--- config.mk ---
export PLATFORM = sky130hd
export DESIGN_NAME = decr_reload_unit
export DESIGN_NICKNAME = d
export VERILOG_FILES = /design/src/rtl/decr_pkg.sv /design/src/rtl/decr_regs.sv /design/src/rtl/decr_counter.sv /design/src/rtl/decr_flag.sv /design/src/rtl/decr_reload_unit.sv
export SDC_FILE = /design/constraint.sdc
export NUM_CORES = 1
export LEC_CHECK = 0
export ABC_AREA = 1
export BUFFER_PORTS_ARGS = -buffer_cell sky130_fd_sc_hd__buf_2
export CAP_MARGIN = 10
export CORE_ASPECT_RATIO = 1.2
export CORE_MARGIN = 3
export CORE_UTILIZATION = 55
export CTS_CLUSTER_SIZE = 20
export DETAILED_ROUTE_END_ITERATION = 8
export GPL_ROUTABILITY_DRIVEN = 0
export PLACE_DENSITY = 0.79
export SLEW_MARGIN = 20
export SYNTH_ARGS = -nofsm -noshare
export SYNTH_HDL_FRONTEND = slang
export SYNTH_SLANG_ARGS = --single-unit
--- constraint.sdc ---
create_clock -name clk -period 4.4 [get_ports clk]
set_clock_uncertainty 0.1 [all_clocks]
set_input_delay 0 -clock clk [delete_from_list [all_inputs] [get_ports clk]]
set_output_delay 0 -clock clk [all_outputs]
set_load 0.02 [all_outputs]
--- src/rtl/decr_pkg.sv ---
// Package: shared write-selector encoding for the decrementer block.
// Assumes a two-bit selector on the register write port.
package decr_pkg;
    typedef enum logic [1:0] {
        SEL_COUNT  = 2'd0,
        SEL_RELOAD = 2'd1,
        SEL_CTRL   = 2'd2,
        SEL_STATUS = 2'd3
    } wsel_e;
endpackage

--- src/rtl/decr_regs.sv ---
// Module: holds the reload value and the two control bits.
// Assumes write strobes are already decoded by the top; other control bits are dropped.
module decr_regs #(
    parameter int W = 32
) (
    input  logic         clk,
    input  logic         rst_n,
    input  logic         ld_reload,
    input  logic         ld_ctrl,
    input  logic [W-1:0] data,
    input  logic         die_in,
    input  logic         are_in,
    output logic [W-1:0] reload_val,
    output logic         die,
    output logic         are
);
    // Reload register: loaded by a reload-select write.
    always_ff @(posedge clk) begin
        if (!rst_n)         reload_val <= '0;
        else if (ld_reload) reload_val <= data;
    end

    // Control bits: replaced as a whole by a control-select write.
    always_ff @(posedge clk) begin
        if (!rst_n) begin
            die <= 1'b0;
            are <= 1'b0;
        end else if (ld_ctrl) begin
            die <= die_in;
            are <= are_in;
        end
    end
endmodule

--- src/rtl/decr_counter.sv ---
// Module: the down-counter with zero-triggered expiry and guarded reload.
// Assumes a software load beats a tick; a count at zero neither moves nor expires.
module decr_counter #(
    parameter int W = 32
) (
    input  logic         clk,
    input  logic         rst_n,
    input  logic         ld,
    input  logic [W-1:0] ld_val,
    input  logic         tick,
    input  logic         are,
    input  logic [W-1:0] reload_val,
    output logic [W-1:0] value,
    output logic         expire
);
    localparam logic [W-1:0] ONE  = W'(1);
    localparam logic [W-1:0] ZERO = '0;

    logic at_one;
    logic at_zero;
    logic do_reload;

    // Decode of the current count and of the reload condition.
    always_comb begin
        at_one    = (value == ONE);
        at_zero   = (value == ZERO);
        do_reload = are && (reload_val != ZERO);
        expire    = tick && !ld && at_one;
    end

    // Count register: load, step, or expire with optional reload.
    always_ff @(posedge clk) begin
        if (!rst_n) begin
            value <= ZERO;
        end else if (ld) begin
            value <= ld_val;
        end else if (tick && !at_zero) begin
            if (at_one) value <= do_reload ? reload_val : ZERO;
            else        value <= value - ONE;
        end
    end
endmodule

--- src/rtl/decr_flag.sv ---
// Module: sticky expiry flag with write-one-to-clear and the gated interrupt.
// Assumes an expiry in the same cycle as a clear leaves the flag set.
module decr_flag (
    input  logic clk,
    input  logic rst_n,
    input  logic expire,
    input  logic clr,
    input  logic die,
    output logic status,
    output logic irq
);
    // Flag register: set on expiry, cleared on request, set wins.
    always_ff @(posedge clk) begin
        if (!rst_n)      status <= 1'b0;
        else if (expire) status <= 1'b1;
        else if (clr)    status <= 1'b0;
    end

    // Interrupt request: flag gated by the enable.
    always_comb irq = status && die;
endmodule

--- src/rtl/decr_reload_unit.sv ---
// Module: top of the decrementer; decodes the write port and wires the parts.
// Assumes synchronous writes, one target per cycle, and a single-cycle tick enable.
module decr_reload_unit #(
    parameter int W       = 32,
    parameter int DIE_BIT = 26,
    parameter int ARE_BIT = 22,
    parameter int DIS_BIT = 27
) (
    input  logic         clk,
    input  logic         rst_n,
    input  logic         wr_en,
    input  logic [1:0]   wr_sel,
    input  logic [W-1:0] wr_data,
    input  logic         tick,
    output logic [W-1:0] dec_value,
    output logic         dec_status,
    output logic         irq
);
    import decr_pkg::*;

    wsel_e        sel;
    logic         ld_count, ld_reload, ld_ctrl, clr_req;
    logic [W-1:0] reload_val;
    logic         die, are, expire;

    // Write decode: one strobe per target.
    always_comb begin
        sel       = wsel_e'(wr_sel);
        ld_count  = wr_en && (sel == SEL_COUNT);
        ld_reload = wr_en && (sel == SEL_RELOAD);
        ld_ctrl   = wr_en && (sel == SEL_CTRL);
        clr_req   = wr_en && (sel == SEL_STATUS) && wr_data[DIS_BIT];
    end

    decr_regs #(.W(W)) u_regs (
        .clk(clk), .rst_n(rst_n),
        .ld_reload(ld_reload), .ld_ctrl(ld_ctrl), .data(wr_data),
        .die_in(wr_data[DIE_BIT]), .are_in(wr_data[ARE_BIT]),
        .reload_val(reload_val), .die(die), .are(are)
    );

    decr_counter #(.W(W)) u_cnt (
        .clk(clk), .rst_n(rst_n),
        .ld(ld_count), .ld_val(wr_data), .tick(tick),
        .are(are), .reload_val(reload_val),
        .value(dec_value), .expire(expire)
    );

    decr_flag u_flag (
        .clk(clk), .rst_n(rst_n),
        .expire(expire), .clr(clr_req), .die(die),
        .status(dec_status), .irq(irq)
    );
endmodule

==> summary.md <==
| Metric | Value |
|---|---|
| Critical path cell sequence | `nor2_2, nand2_2, nor2_4, nand2_2, nand3b_4, inv_1, nand3_1, a21oi_1, dlygate4sd3_1` |
| Max incr delay on CP | `560 ps` |
| Post-DR wirelength/cell | `15.6 microns` |
| Status | `finished clean` |
| Post-synthesis sequential area ratio | `between 30% and 40%` |
| Final HPWL DP | `around 9100 microns` |
| Tcrit/Tclk final | `just under 60%` |
| Layout cell share with drive strength beyond 1 | `14.5%` |
| Top cell by count, worst path | `nand2_2` |
| Vias in the first global route | `roughly 4.7k` |
| Flop pwr share | `39.8%` |
| Crit path max-delay cell type | `dlygate4sd3_1` |
| Async set or reset register ratio after synthesis | `0%` |
| Tmin final | `2580 ps` |
| Placed Cells | `801` |
| Max Root-Sink Buffers | `2` |
| Top post-synthesis cells by area | `dfxtp_1 32%, nand2_1 12%, nor2_1 12%` |
| Met3 Track Usage GR | `5.61%` |
| GRT busiest layer | `met2` |
| Final ANT Viol Nets | `0` |
| First-pass GRT wire length | `21600 microns` |
| Yosys top cell area share | `32.3%` |
| Final Hold Vio Count | `0` |
| Setup-failing EPs final | `0` |
| FMAX | `388 MHz` |
| Setup repair bufs after CTS | `0` |
| Worst Hold Class | `input port to register` |
| Post-synth top area cell | `dfxtp_1` |
| Netlist cell types | `29` |
| Sw frac | `approximately a third` |
| Met2 Resource Use GR | `53.8%` |
| Tot Pwr | `1.76 mW` |
| Ys flop type | `dfxtp_1` |
| Number of DRC markers in iteration 0 | `407` |
| Vias | `4848` |
| Slew HR | `between 40% and 50%` |
| WS Path Type | `register to register` |
| Mapped Nets | `706` |
| H-tree depth | `3` |
| Inserted Diodes | `0` |
| Int Pwr | `1.16 mW` |
| Combinational fraction of design power | `25.3%` |
| Via/cell ratio | `around 5.7` |
| Syn Std Cell Area | `4150 sq um` |
| Crit-path leading delay family | `simple AND/OR/NAND/NOR gates` |
| P&R area growth vs syn | `23.1%` |
| Critical Path Fanout Max | `18` |
| Syn Area/Cell | `between 6 and 7 sq um` |
| Maximum vdd drop | `0.000228 V` |
| Total CTS buffers | `9` |
| Initial Utilization | `between 50 and 60%` |
| All-Layer GR Usage | `31.4%` |
| Clock root buffer master | `clkbuf_8` |
| Die Wd | `approximately 85 microns` |
| P_leak | `2.44 nW` |
| Kind of start point of the critical path | `register` |
| Die Ht | `101 microns` |
| RSZ-0062 raised after global routing | `no` |
| Buf/Inv on CP | `2` |
| Req. time, crit path | `~4600 ps` |
| Pwr per Cell Area | `345 nW/um^2` |
| Post-synth EDFFs | `0` |
| Clk slew on worst S/H paths | `80 ps` |
| Final slew viol count | `0` |
| Synthesis-stage register bit count | `67` |
| Skew-Pair Late Insertion Delay | `360 ps` |
| Least-Margin Pin Slew | `809 ps` |
| Worst hold slack | `between 50 and 60 ps` |
| Largest net degree at the start of global routing | `59` |
| Fillers | `around 630` |
| Routed Wire Length | `roughly 13000 microns` |
| Met1 Resource Use GR | `36.9%` |
| Non-filler instance count after layout | `~850` |
| Rows | `34` |
| Final setup TNS | `0 ps` |
| DRC | `0` |
| Die area | `8630 sq um` |
| PostCTS Resize Cnt | `0` |
| Cells after synthesis | `665` |
| YS warnings | `0` |
| Drt pass-1 iters | `5` |
| Final net count | `799` |
| Clk sinks | `67` |
| GRT overflow | `0` |
| Initial antenna violation count | `0` |
| Clk network pwr share | `about a third` |
| # IOs | `between 70 and 80` |
| CP arrival | `2780 ps` |
| CTS hold repair buffers | `36` |
| Count leader, synth | `nand2_1` |
| Max cap viols | `0` |
| Sw Pwr | `around 0.6 mW` |
| Core area | `7270 sq um` |
| PortBufs | `between 70 and 80` |
| Commonest cells in the netlist | `133 x nand2_1, 131 x nor2_1, 67 x dfxtp_1` |
| Setup crit end kind | `register` |
| CTS tree | `yes` |
cells in the final DEF, fill, tap and decap left out, types with 3 or more instances in the layout:
cell | Yosys | routed
nor2_1 | 131 | 130
dfxtp_1 | 67 | 67
nand2_2 | 3 | 3
ha_1 | 3 | 3
nand3_1 | 53 | 53
xnor2_1 | 15 | 15
inv_1 | 53 | 52
inv_2 | 2 | 3
clkbuf_8 | 0 | 11
a21oi_1 | 54 | 54
xor2_1 | 5 | 5
dlygate4sd3_1 | 0 | 36
nor2_2 | 8 | 8
buf_2 | 5 | 71
o21bai_1 | 24 | 24
nand4_1 | 5 | 5
o21ai_0 | 64 | 64
nor3_1 | 9 | 9
nand2_1 | 133 | 133
power by group through the flow:
stage / sequential [mW] / combinational (mW) / clock [mW]
after floorplan: 0.730 / 0.267 / 0
after global placement: 0.710 / 0.399 / 0
after detailed placement: 0.712 / 0.408 / 0
after CTS: 0.699 / 0.434 / 0.612
after global routing: 0.706 / 0.493 / 0.639
final: 0.701 / 0.446 / 0.614
through the flow:
step / instance area [sq um] / util, % / setup slack (ps)
2_1_floorplan: 4150 / - / 2490
3_3_place_gp: 4510 / 62.0 / 2120
3_5_place_dp: 4510 / 62.1 / 1990
4_1_cts: 5110 / 70.2 / 1900
5_1_grt: 5110 / 70.2 / 1660
6_report: 5110 / 70.2 / 1820
registers in the layout, summed over array words and instances, names as in the netlist:
signal             cells
u_cnt.value           32
u_regs.reload_val     32
u_flag.status          1
u_regs.are             1
u_regs.die             1
cell families (layout without fill, tap and decap cells):
logic type / count (synthesis) / after routing / synth area share, %
AO/OA/AOI/OAI: 145 / 145 / 19.3
XOR/XNOR: 20 / 20 / 4.22
adder cells (fa/ha/maj): 3 / 3 / 0.905
buffers and inverters: 83 / 181 / 8.11
flip-flops: 67 / 67 / 32.3
AND/OR/NAND/NOR: 347 / 347 / 35.2
layout make-up:
cell class	instances	area [sq um]	share of cell area [%]
Timing Repair Buffer	109	731	14.3
Inverter	56	210	4.11
Clock inverter	5	83.8	1.64
Sequential cell	67	1340	26.2
Multi-Input combinational cell	515	2480	48.5
Tap cell	90	113	2.20
Clock buffer	11	151	2.96
tightest hold or removal path: cells and delay by family:
family          cells  cell delay (ps)
compound gates      2              200
simple gates        1              160
buf+inv             1              130
per-layer routing:
metal / vias up / share of wire (%)
met4: 0 / 4.4
met3: 55 / 8.3
met2: 254 / 48
li1: 2340 / -
met1: 2199 / 39
met5: - / 0
path summary, 6_finish.rpt:
kind | slack, ps | depth (start not counted) | to | start
setup / recovery | 1820 | 9 | u_flag.status$_SDFFE_PN0P_ | u_cnt.value[14]$_SDFFE_PN0P_
hold / removal | 50 | 4 | u_regs.are$_SDFFE_PN0P_ | wr_sel[1]
setup reg to reg | 1820 | 9 | u_flag.status$_SDFFE_PN0P_ | u_cnt.value[14]$_SDFFE_PN0P_
hold reg to reg | 370 | 2 | u_regs.die$_SDFFE_PN0P_ | u_regs.die$_SDFFE_PN0P_
Note: power is estimated with default switching activity, not from simulation.
